$ cat config.mk
export PLATFORM = sky130hd
export DESIGN_NAME = sysctl_ports
export DESIGN_NICKNAME = d
export VERILOG_FILES = /design/src/rtl/sysctl_pkg.sv /design/src/rtl/sysctl_ctrl.sv /design/src/rtl/sysctl_xlate.sv /design/src/rtl/sysctl_dpath.sv /design/src/rtl/sysctl_ports.sv
export SDC_FILE = /design/constraint.sdc
export NUM_CORES = 1
export LEC_CHECK = 0
export BUFFER_PORTS_ARGS = -buffer_cell sky130_fd_sc_hd__buf_2
export CORE_ASPECT_RATIO = 0.6
export CORE_UTILIZATION = 42
export DETAILED_ROUTE_END_ITERATION = 6
export PLACE_DENSITY = 0.79
export SYNTH_ARGS = -nofsm -noshare
export SYNTH_HDL_FRONTEND = slang
export SYNTH_SLANG_ARGS = --single-unit
export TNS_END_PERCENT = 1
$ cat constraint.sdc
create_clock -name clk -period 3.4 [get_ports clk]
set_clock_uncertainty 0.05 [all_clocks]
set_input_delay 0.51 -clock clk [delete_from_list [all_inputs] [get_ports clk]]
set_output_delay 0.51 -clock clk [all_outputs]
set_load 0.1 [all_outputs]
$ cat src/rtl/sysctl_pkg.sv
package sysctl_pkg;
  localparam int PORT_W  = 12;
  localparam int DATA_W  = 8;
  localparam int CTL_W   = 4;
  localparam int WIN_W   = 23;
  localparam int IO_W    = 16;

  localparam logic [PORT_W-1:0] PortSpecial  = 12'h092;
  localparam logic [PORT_W-1:0] PortCpuCfg   = 12'h800;
  localparam logic [PORT_W-1:0] PortFeat     = 12'h802;
  localparam logic [PORT_W-1:0] PortStat     = 12'h803;
  localparam logic [PORT_W-1:0] PortLight    = 12'h808;
  localparam logic [PORT_W-1:0] PortEquip    = 12'h80C;
  localparam logic [PORT_W-1:0] PortLockA    = 12'h810;
  localparam logic [PORT_W-1:0] PortLockB    = 12'h812;
  localparam logic [PORT_W-1:0] PortCacheInv = 12'h814;
  localparam logic [PORT_W-1:0] PortKeySw    = 12'h818;
  localparam logic [PORT_W-1:0] PortSysCtl   = 12'h81C;
  localparam logic [PORT_W-1:0] PortCacheSt  = 12'h823;
  localparam logic [PORT_W-1:0] PortMapType  = 12'h850;

  typedef enum logic [1:0] {
    SRC_CONST  = 2'd0,
    SRC_SYSCTL = 2'd1,
    SRC_MAP    = 2'd2
  } rdsrc_t;

  typedef struct packed {
    logic              setSpecial;
    logic              setLight;
    logic              setSysCtl;
    logic              setMap;
    logic              pulseLockA;
    logic              pulseLockB;
    logic              badWr;
    logic              rdEn;
    rdsrc_t            rdSrc;
    logic [DATA_W-1:0] rdConst;
  } strobe_t;
endpackage

$ cat src/rtl/sysctl_ctrl.sv
module sysctl_ctrl
  import sysctl_pkg::*;
(
  input  logic [PORT_W-1:0] busAddr,
  input  logic              busWr,
  input  logic              busRd,
  output strobe_t           strb
);
  logic wrKnown;

  always_comb begin
    strb = '0;
    strb.rdEn    = busRd;
    strb.rdSrc   = SRC_CONST;
    strb.rdConst = 8'hFF;
    wrKnown      = 1'b1;

    unique case (busAddr)
      PortSpecial:  strb.setSpecial = busWr;
      PortLight:    strb.setLight   = busWr;
      PortLockA:    strb.pulseLockA = busWr;
      PortLockB:    strb.pulseLockB = busWr;
      PortSysCtl:   strb.setSysCtl  = busWr;
      PortMapType:  strb.setMap     = busWr;
      PortCpuCfg, PortFeat, PortStat, PortCacheInv: ;
      default:      wrKnown = 1'b0;
    endcase

    unique case (busAddr)
      PortSpecial:  strb.rdConst = 8'h00;
      PortCpuCfg:   strb.rdConst = 8'hEF;
      PortFeat:     strb.rdConst = 8'hAD;
      PortStat:     strb.rdConst = 8'hE0;
      PortEquip:    strb.rdConst = 8'h3C;
      PortLockA:    strb.rdConst = 8'h39;
      PortKeySw:    strb.rdConst = 8'h00;
      PortCacheSt:  strb.rdConst = 8'h03;
      PortSysCtl:   strb.rdSrc   = SRC_SYSCTL;
      PortMapType:  strb.rdSrc   = SRC_MAP;
      default:      strb.rdConst = 8'hFF;
    endcase

    strb.badWr = busWr & ~wrKnown;
  end
endmodule

$ cat src/rtl/sysctl_xlate.sv
module sysctl_xlate #(
  parameter int WIN_W    = 23,
  parameter int IO_W     = 16,
  parameter int LOW_KEEP = 5,
  parameter int HI_BASE  = 12,
  parameter int SHIFT    = 7
) (
  input  logic [WIN_W-1:0] winOffset,
  input  logic             nonContig,
  output logic [IO_W-1:0]  ioAddr
);
  localparam int HI_DST = HI_BASE - SHIFT;
  localparam int HI_CNT = WIN_W - HI_BASE;

  logic [IO_W-1:0] flatAddr;
  logic [IO_W-1:0] scatAddr;

  assign flatAddr = winOffset[IO_W-1:0];

  genvar g;
  generate
    for (g = 0; g < IO_W; g++) begin : g_bit
      if (g < LOW_KEEP) begin : g_low
        assign scatAddr[g] = winOffset[g];
      end else if (g >= HI_DST && g < HI_DST + HI_CNT) begin : g_high
        assign scatAddr[g] = winOffset[g + SHIFT];
      end else begin : g_zero
        assign scatAddr[g] = 1'b0;
      end
    end
  endgenerate

  assign ioAddr = nonContig ? scatAddr : flatAddr;
endmodule

$ cat src/rtl/sysctl_dpath.sv
module sysctl_dpath
  import sysctl_pkg::*;
(
  input  logic              clk,
  input  logic              rst,
  input  strobe_t           strb,
  input  logic [DATA_W-1:0] busWrData,
  output logic [DATA_W-1:0] busRdData,
  output logic              resetReq,
  output logic              littleEndian,
  output logic              lightOn,
  output logic [CTL_W-1:0]  sysCtl,
  output logic              mapNonContig,
  output logic              lockToggle1,
  output logic              lockToggle2,
  output logic              badWrite
);
  logic [DATA_W-1:0] rdNext;

  always_comb begin
    unique case (strb.rdSrc)
      SRC_SYSCTL: rdNext = {{(DATA_W-CTL_W){1'b0}}, sysCtl};
      SRC_MAP:    rdNext = {{(DATA_W-1){1'b0}}, mapNonContig};
      default:    rdNext = strb.rdConst;
    endcase
  end

  always_ff @(posedge clk) begin
    if (rst) begin
      resetReq     <= 1'b0;
      littleEndian <= 1'b0;
      lightOn      <= 1'b0;
      sysCtl       <= '0;
      mapNonContig <= 1'b0;
      lockToggle1  <= 1'b0;
      lockToggle2  <= 1'b0;
      badWrite     <= 1'b0;
      busRdData    <= '0;
    end else begin
      if (strb.setSpecial) begin
        resetReq     <= busWrData[0];
        littleEndian <= busWrData[1];
      end
      if (strb.setLight)  lightOn      <= busWrData[0];
      if (strb.setSysCtl) sysCtl       <= busWrData[CTL_W-1:0];
      if (strb.setMap)    mapNonContig <= busWrData[0];
      lockToggle1 <= strb.pulseLockA;
      lockToggle2 <= strb.pulseLockB;
      badWrite    <= strb.badWr;
      if (strb.rdEn) busRdData <= rdNext;
    end
  end
endmodule

$ cat src/rtl/sysctl_ports.sv
module sysctl_ports
  import sysctl_pkg::*;
(
  input  logic              clk,
  input  logic              rst,
  input  logic [PORT_W-1:0] busAddr,
  input  logic              busWr,
  input  logic [DATA_W-1:0] busWrData,
  input  logic              busRd,
  output logic [DATA_W-1:0] busRdData,
  output logic              resetReq,
  output logic              littleEndian,
  output logic              lightOn,
  output logic [CTL_W-1:0]  sysCtl,
  output logic              mapNonContig,
  output logic              lockToggle1,
  output logic              lockToggle2,
  output logic              badWrite,
  input  logic [WIN_W-1:0]  winOffset,
  output logic [IO_W-1:0]   ioAddr
);
  strobe_t strb;

  sysctl_ctrl u_ctrl (
    .busAddr (busAddr),
    .busWr   (busWr),
    .busRd   (busRd),
    .strb    (strb)
  );

  sysctl_dpath u_dpath (
    .clk          (clk),
    .rst          (rst),
    .strb         (strb),
    .busWrData    (busWrData),
    .busRdData    (busRdData),
    .resetReq     (resetReq),
    .littleEndian (littleEndian),
    .lightOn      (lightOn),
    .sysCtl       (sysCtl),
    .mapNonContig (mapNonContig),
    .lockToggle1  (lockToggle1),
    .lockToggle2  (lockToggle2),
    .badWrite     (badWrite)
  );

  sysctl_xlate #(.WIN_W(WIN_W), .IO_W(IO_W)) u_xlate (
    .winOffset (winOffset),
    .nonContig (mapNonContig),
    .ioAddr    (ioAddr)
  );
endmodule

Yosys cells after proc, flatten, opt, wreduce, memory -nomap -nowiden:

Index checks and enable logic that the tools add are counted.

* ROM bits: 0
* memory bits (writable): 0
* latch bits: 0
* bits in registers: 19
* memories: 0

* $lt $le $gt $ge: 0
* multiply operators: 0
* $add $sub $neg: 0
* reduce and logical (&&, ||, !) cells: 4
* shift operators: 0
* div/mod/pow operators: 0
* equality and inequality tests: 15
* multiplexer cells: 9
* bitwise gates (word level): 4

Operators by type and width (count)
* == test 12 bit, second input constant: 12
* case mux 8 bit (7 select lines): 1
* 2-to-1 mux 16 bit: 1
* case mux 8 bit (2 select lines): 1
* == test 12 x 8 -> 1 bit, second input constant: 1
* OR reduction 10 bit: 1
* OR reduction 2 bit: 3
* 2-to-1 mux 1 bit: 5
* case mux 2 bit (2 select lines): 1
* NOT 1 bit: 3
* == test 2 x 1 -> 1 bit, second input constant: 1
* == test 2 bit, second input constant: 1
* AND 1 bit: 1

Depth between registers and ports, before layout:

* depth in word-level cells: 5
* depth in mapped cells: 10
* mapped depth without buffers: 9

By module:

A second synthesis with hierarchy kept.

* cells, all modules: 157
* area, all modules: 1408.9 um2

By module, submodules not included
* sysctl_dpath: times used 1, cells each 74, seq. area each 380.4 um2, area each 743.2 um2
* sysctl_ctrl: times used 1, cells each 66, seq. area each 0.0 um2, area each 455.4 um2
* sysctl_xlate: times used 1, cells each 17, seq. area each 0.0 um2, area each 210.2 um2

Least setup slack after synthesis:

OpenSTA, ideal clock, no wires.

* path kind: input port to flip-flop
* start: input busAddr[3]
* end: register u_dpath.busRdData[5]
* arrival time: 2719 ps
* setup time: 74 ps
* path buffers: 1
* setup slack: 557 ps
* stages: 8
* path through: clkbuf_1 > or4_1 > nor4_1 > inv_1 > ha_1 > nand2_1 > or3b_2 > a31oi_1

* word-level cells in the longest chain between the ends: 4
* elaborated cells between the ends (all ways): 16
* those cells by class: 12 x eq/ne; 3 x mux; 1 x reduce/logical

RTL lines
* start, declared: line sysctl_ports.sv:6 `input logic [PORT_W-1:0] busAddr,`
* == test 12 x 8 -> 1 bit / == test 12 bit (equally long branches): line sysctl_ctrl.sv:29 `unique case (busAddr)`
* OR reduction 2 bit (no line) / case mux 2 bit (2 select lines) (equally long branches)
* case mux 8 bit (7 select lines) (tied with other cells): line sysctl_ctrl.sv:29
* case mux 8 bit (2 select lines) (*): line sysctl_dpath.sv:21 `unique case (strb.rdSrc)`
* end signal, assigned: line sysctl_dpath.sv:50 `if (strb.rdEn) busRdData <= rdNext;`
* end, declared: line sysctl_dpath.sv:8 `output logic [DATA_W-1:0] busRdData,`

Mark *: on every way between the ends. The rest lies on a longest branch, timed or not.
A chain may end at the register's enable or synchronous reset.

Worst setup path after layout:

Same ends and word-level chain as after synthesis.

==> flow_summary.json <==
{
  "synth_seq_cells": 19,
  "finalCritPeriodShare_pct": 82.7,
  "count_of_endpoints_failing_hold_in_the_final_timing_report": 0,
  "worst-slew-pin-transition_ns": 0.528,
  "pwr_density_mw_per_mm2": 351,
  "hold-path-cell-count": 2,
  "routed_via_density": 5.41,
  "period_needed_ns": 2.81,
  "critical_path.endpoint_type": "register",
  "clk_transition_reported_paths_ns": 0.07,
  "fmax_ghz": 0.356,
  "synth_seq_area_share_pct": 29.4,
  "netlist_cell_types": 39,
  "grt_most_used_layer": "met1",
  "hold-worst-slack_ns": 0.406,
  "ios": 82,
  "antenna_cells": 0,
  "initialDrtViolationCount": 116,
  "antenna_violating_nets_post_route": 0,
  "detail_route.wl_per_cell_microns": 12.7,
  "drc": 0,
  "clk_path_buf_depth": 2,
  "clock_insertion_delay_worst_skew_ns": 0.26,
  "regToRegStartpoint": "u_dpath.mapNonContig",
  "total_gr_overflow": 0,
  "dp.final_hpwl_microns": 2550,
  "floorplan.rows": 15,
  "syn_area_sq_mm": 0.00129,
  "cts_buffers": 3,
  "detailed_place.area_sq_mm": 0.00161,
  "criticalPathCategory": "input port to register",
  "firstDrtPassIters": 4,
  "via_count_of_the_first_global_routing_pass": 1128,
  "mappedNetlistNets": 211,
  "cp_max_fo": 10,
  "p_leak_uw": 0.000759,
  "hold_path_class": "register to register",
  "detail_route.wirelength_microns": 3300,
  "die-width_microns": 73.6,
  "place.gp.congestion": 1.02,
  "cts.htree.levels": 1,
  "vdd.ir_drop.worst_uv": 305,
  "synthesis.yosys.warnings": 0,
  "die_outline_area_sq_mm": 0.00331,
  "tns_ns": 0,
  "outcome": "complete, no violations",
  "clock_sink_count": 19,
  "vias": 1402,
  "post-route-cell-area_sq_mm": 0.00165,
  "post_cts_buffers": 0,
  "effective_utilization_at_floorplan_pct": 44.7,
  "met2_usage_pct": 27.9,
  "layout_commonest_cell": "sky130_fd_sc_hd__buf_2",
  "grt_start_max_net_pins": 18,
  "tritoncts": "built",
  "cts-resized-gates": 0,
  "flow.area_growth_from_synthesis_pct": 27.9,
  "clk_root_buffer_cell": "sky130_fd_sc_hd__clkbuf_8",
  "cts_hold_buf": 0,
  "final_max_slew_viol_count": 0,
  "worst_ep_required_time_ns": 3.54,
  "grt_pass1_wl_microns": 5360,
  "grt.met1_usage_pct": 33.6,
  "max_cap_viols": 0,
  "grt.total_usage_pct": 21.3,
  "unrepaired_setup_endpoints_after_global_routing": "no",
  "io_buffers": 67,
  "layout_common_cells": "67 x sky130_fd_sc_hd__buf_2, 19 x sky130_fd_sc_hd__dfxtp_1, 14 x sky130_fd_sc_hd__nor2_1",
  "slew_headroom_pct": 64.8,
  "start_kind": "input port",
  "setup.worst_path.start": "busAddr[3]",
  "avgSynthCellArea_sq_um": 8.03,
  "drive_gt1_share_pct": 41.0,
  "finalSetupViolCount": 0,
  "cells_after_synthesis": 161,
  "r2r_cells": 4,
  "die_y_microns": 45.0,
  "floorplan.core_area_sq_mm": 0.00289,
  "worstPathArrival_ns": 2.95,
  "fillers": 296,
  "design.final.nets": 268,
  "power.total_uw": 579,
  "grtUsageMet3_pct": 6.25,
  "holdCritStartpoint": "u_dpath.busRdData[7]",
  "grt_antenna_before_repair": 0
}
-- state kept, by name, summed over array words and instances, names as in the netlist --
name                  count
u_dpath.mapNonContig      1
u_dpath.sysCtl            4
u_dpath.busRdData         8
u_dpath.badWrite          1
u_dpath.littleEndian      1
u_dpath.resetReq          1
u_dpath.lockToggle1       1
u_dpath.lightOn           1
u_dpath.lockToggle2       1
-- Yosys cell counts --
cell type | n | area share [%]
sky130_fd_sc_hd__dfxtp_1 | 19 | 29
sky130_fd_sc_hd__nor2_1 | 14 | 4.1
sky130_fd_sc_hd__a21oi_1 | 12 | 4.6
sky130_fd_sc_hd__mux2_2 | 11 | 9.6
sky130_fd_sc_hd__nand2_1 | 10 | 2.9
sky130_fd_sc_hd__nor3_1 | 8 | 3.1
sky130_fd_sc_hd__clkbuf_1 | 7 | 2.0
sky130_fd_sc_hd__inv_1 | 7 | 2.0
sky130_fd_sc_hd__mux2i_1 | 7 | 5.4
sky130_fd_sc_hd__o21ai_0 | 7 | 2.7
sky130_fd_sc_hd__buf_4 | 5 | 2.9
sky130_fd_sc_hd__a211oi_1 | 4 | 2.3
sky130_fd_sc_hd__nor4_1 | 4 | 1.9
sky130_fd_sc_hd__a2111oi_0 | 3 | 2.0
sky130_fd_sc_hd__a31oi_1 | 3 | 1.5
sky130_fd_sc_hd__ha_1 | 3 | 2.9
sky130_fd_sc_hd__nand3_1 | 3 | 1.2
sky130_fd_sc_hd__nand4_1 | 3 | 1.5
sky130_fd_sc_hd__or4_1 | 3 | 1.7
sky130_fd_sc_hd__and4b_1 | 2 | 1.5
sky130_fd_sc_hd__buf_1 | 2 | 0.58
sky130_fd_sc_hd__buf_2 | 2 | 0.77
sky130_fd_sc_hd__nand2b_1 | 2 | 0.97
sky130_fd_sc_hd__or2_2 | 2 | 0.97
sky130_fd_sc_hd__or3_1 | 2 | 0.97
sky130_fd_sc_hd__or3_4 | 2 | 1.7
sky130_fd_sc_hd__or3b_2 | 2 | 1.4
sky130_fd_sc_hd__a211o_1 | 1 | 0.68
sky130_fd_sc_hd__a221oi_1 | 1 | 0.68
sky130_fd_sc_hd__a22oi_1 | 1 | 0.58
sky130_fd_sc_hd__a32oi_1 | 1 | 0.68
sky130_fd_sc_hd__and3_1 | 1 | 0.48
sky130_fd_sc_hd__clkinv_1 | 1 | 0.29
sky130_fd_sc_hd__nand3b_1 | 1 | 0.58
sky130_fd_sc_hd__nand4bb_1 | 1 | 0.87
sky130_fd_sc_hd__nor2b_1 | 1 | 0.48
sky130_fd_sc_hd__nor4b_1 | 1 | 0.68
sky130_fd_sc_hd__o211ai_1 | 1 | 0.58
sky130_fd_sc_hd__o221ai_1 | 1 | 0.68
-- worst max-delay path, cell delays in order --
cell,delay (ns)
sky130_fd_sc_hd__buf_2,0.16
sky130_fd_sc_hd__or4_1,0.59
sky130_fd_sc_hd__nor4_1,0.34
sky130_fd_sc_hd__inv_1,0.15
sky130_fd_sc_hd__ha_1,0.44
sky130_fd_sc_hd__nand2_1,0.15
sky130_fd_sc_hd__or3b_2,0.48
sky130_fd_sc_hd__a31oi_1,0.14
-- layer usage --
metal / share of wire [%] / vias up
met1: 49 / 618
met4: 0.33 / 0
met5: 0 / -
met3: 11 / 2
met2: 39 / 74
li1: - / 708
-- power by group --
part / total, uW / switching (uW) / internal, uW
combinational: 189 / 147 / 42.1
sequential: 233 / 3.41 / 230
clock: 157 / 75.7 / 81.6
total: 579 / 226 / 353
-- final timing paths --
check / endpoint / slack (ns)
min: u_dpath.busRdData[7] / 0.41
min reg2reg: u_dpath.busRdData[7] / 0.41
max reg2reg: u_dpath.busRdData[0] / 2.06
max: u_dpath.busRdData[5] / 0.59
-- stage by stage --
stage	worst slack, ns	cells	utilization [%]
2_1_floorplan	0.557	161	-
4_1_cts	0.633	259	57.2
3_5_place_dp	0.353	255	55.6
5_1_grt	0.387	259	57.2
6_report	0.588	259	57.2
3_3_place_gp	0.402	255	55.6
-- final cells by class --
type                       instances  area [sq um]  share of cell area [%]
clock buffer                       3          41.3                    2.50
timing repair buffer              68           343                    20.7
multi-input combinational        118           801                    48.4
inverter                           8          30.0                    1.82
clock inverter                     1          5.00                   0.303
tap                               42          52.6                    3.18
sequential                        19           380                    23.0
-- cell families (layout without fill, tap and decap cells) --
family                   Yosys count  after routing  share of synthesized area, %
buffers and inverters             24             80                          8.62
multiplexers                      18             18                          15.0
AO/OA/AOI/OAI                     35             35                          17.0
AND/OR/NAND/NOR                   62             62                          27.0
adder cells (fa/ha/maj)            3              3                          2.90
flip-flops                        19             19                          29.4
Note: power is estimated with default switching activity, not from simulation.
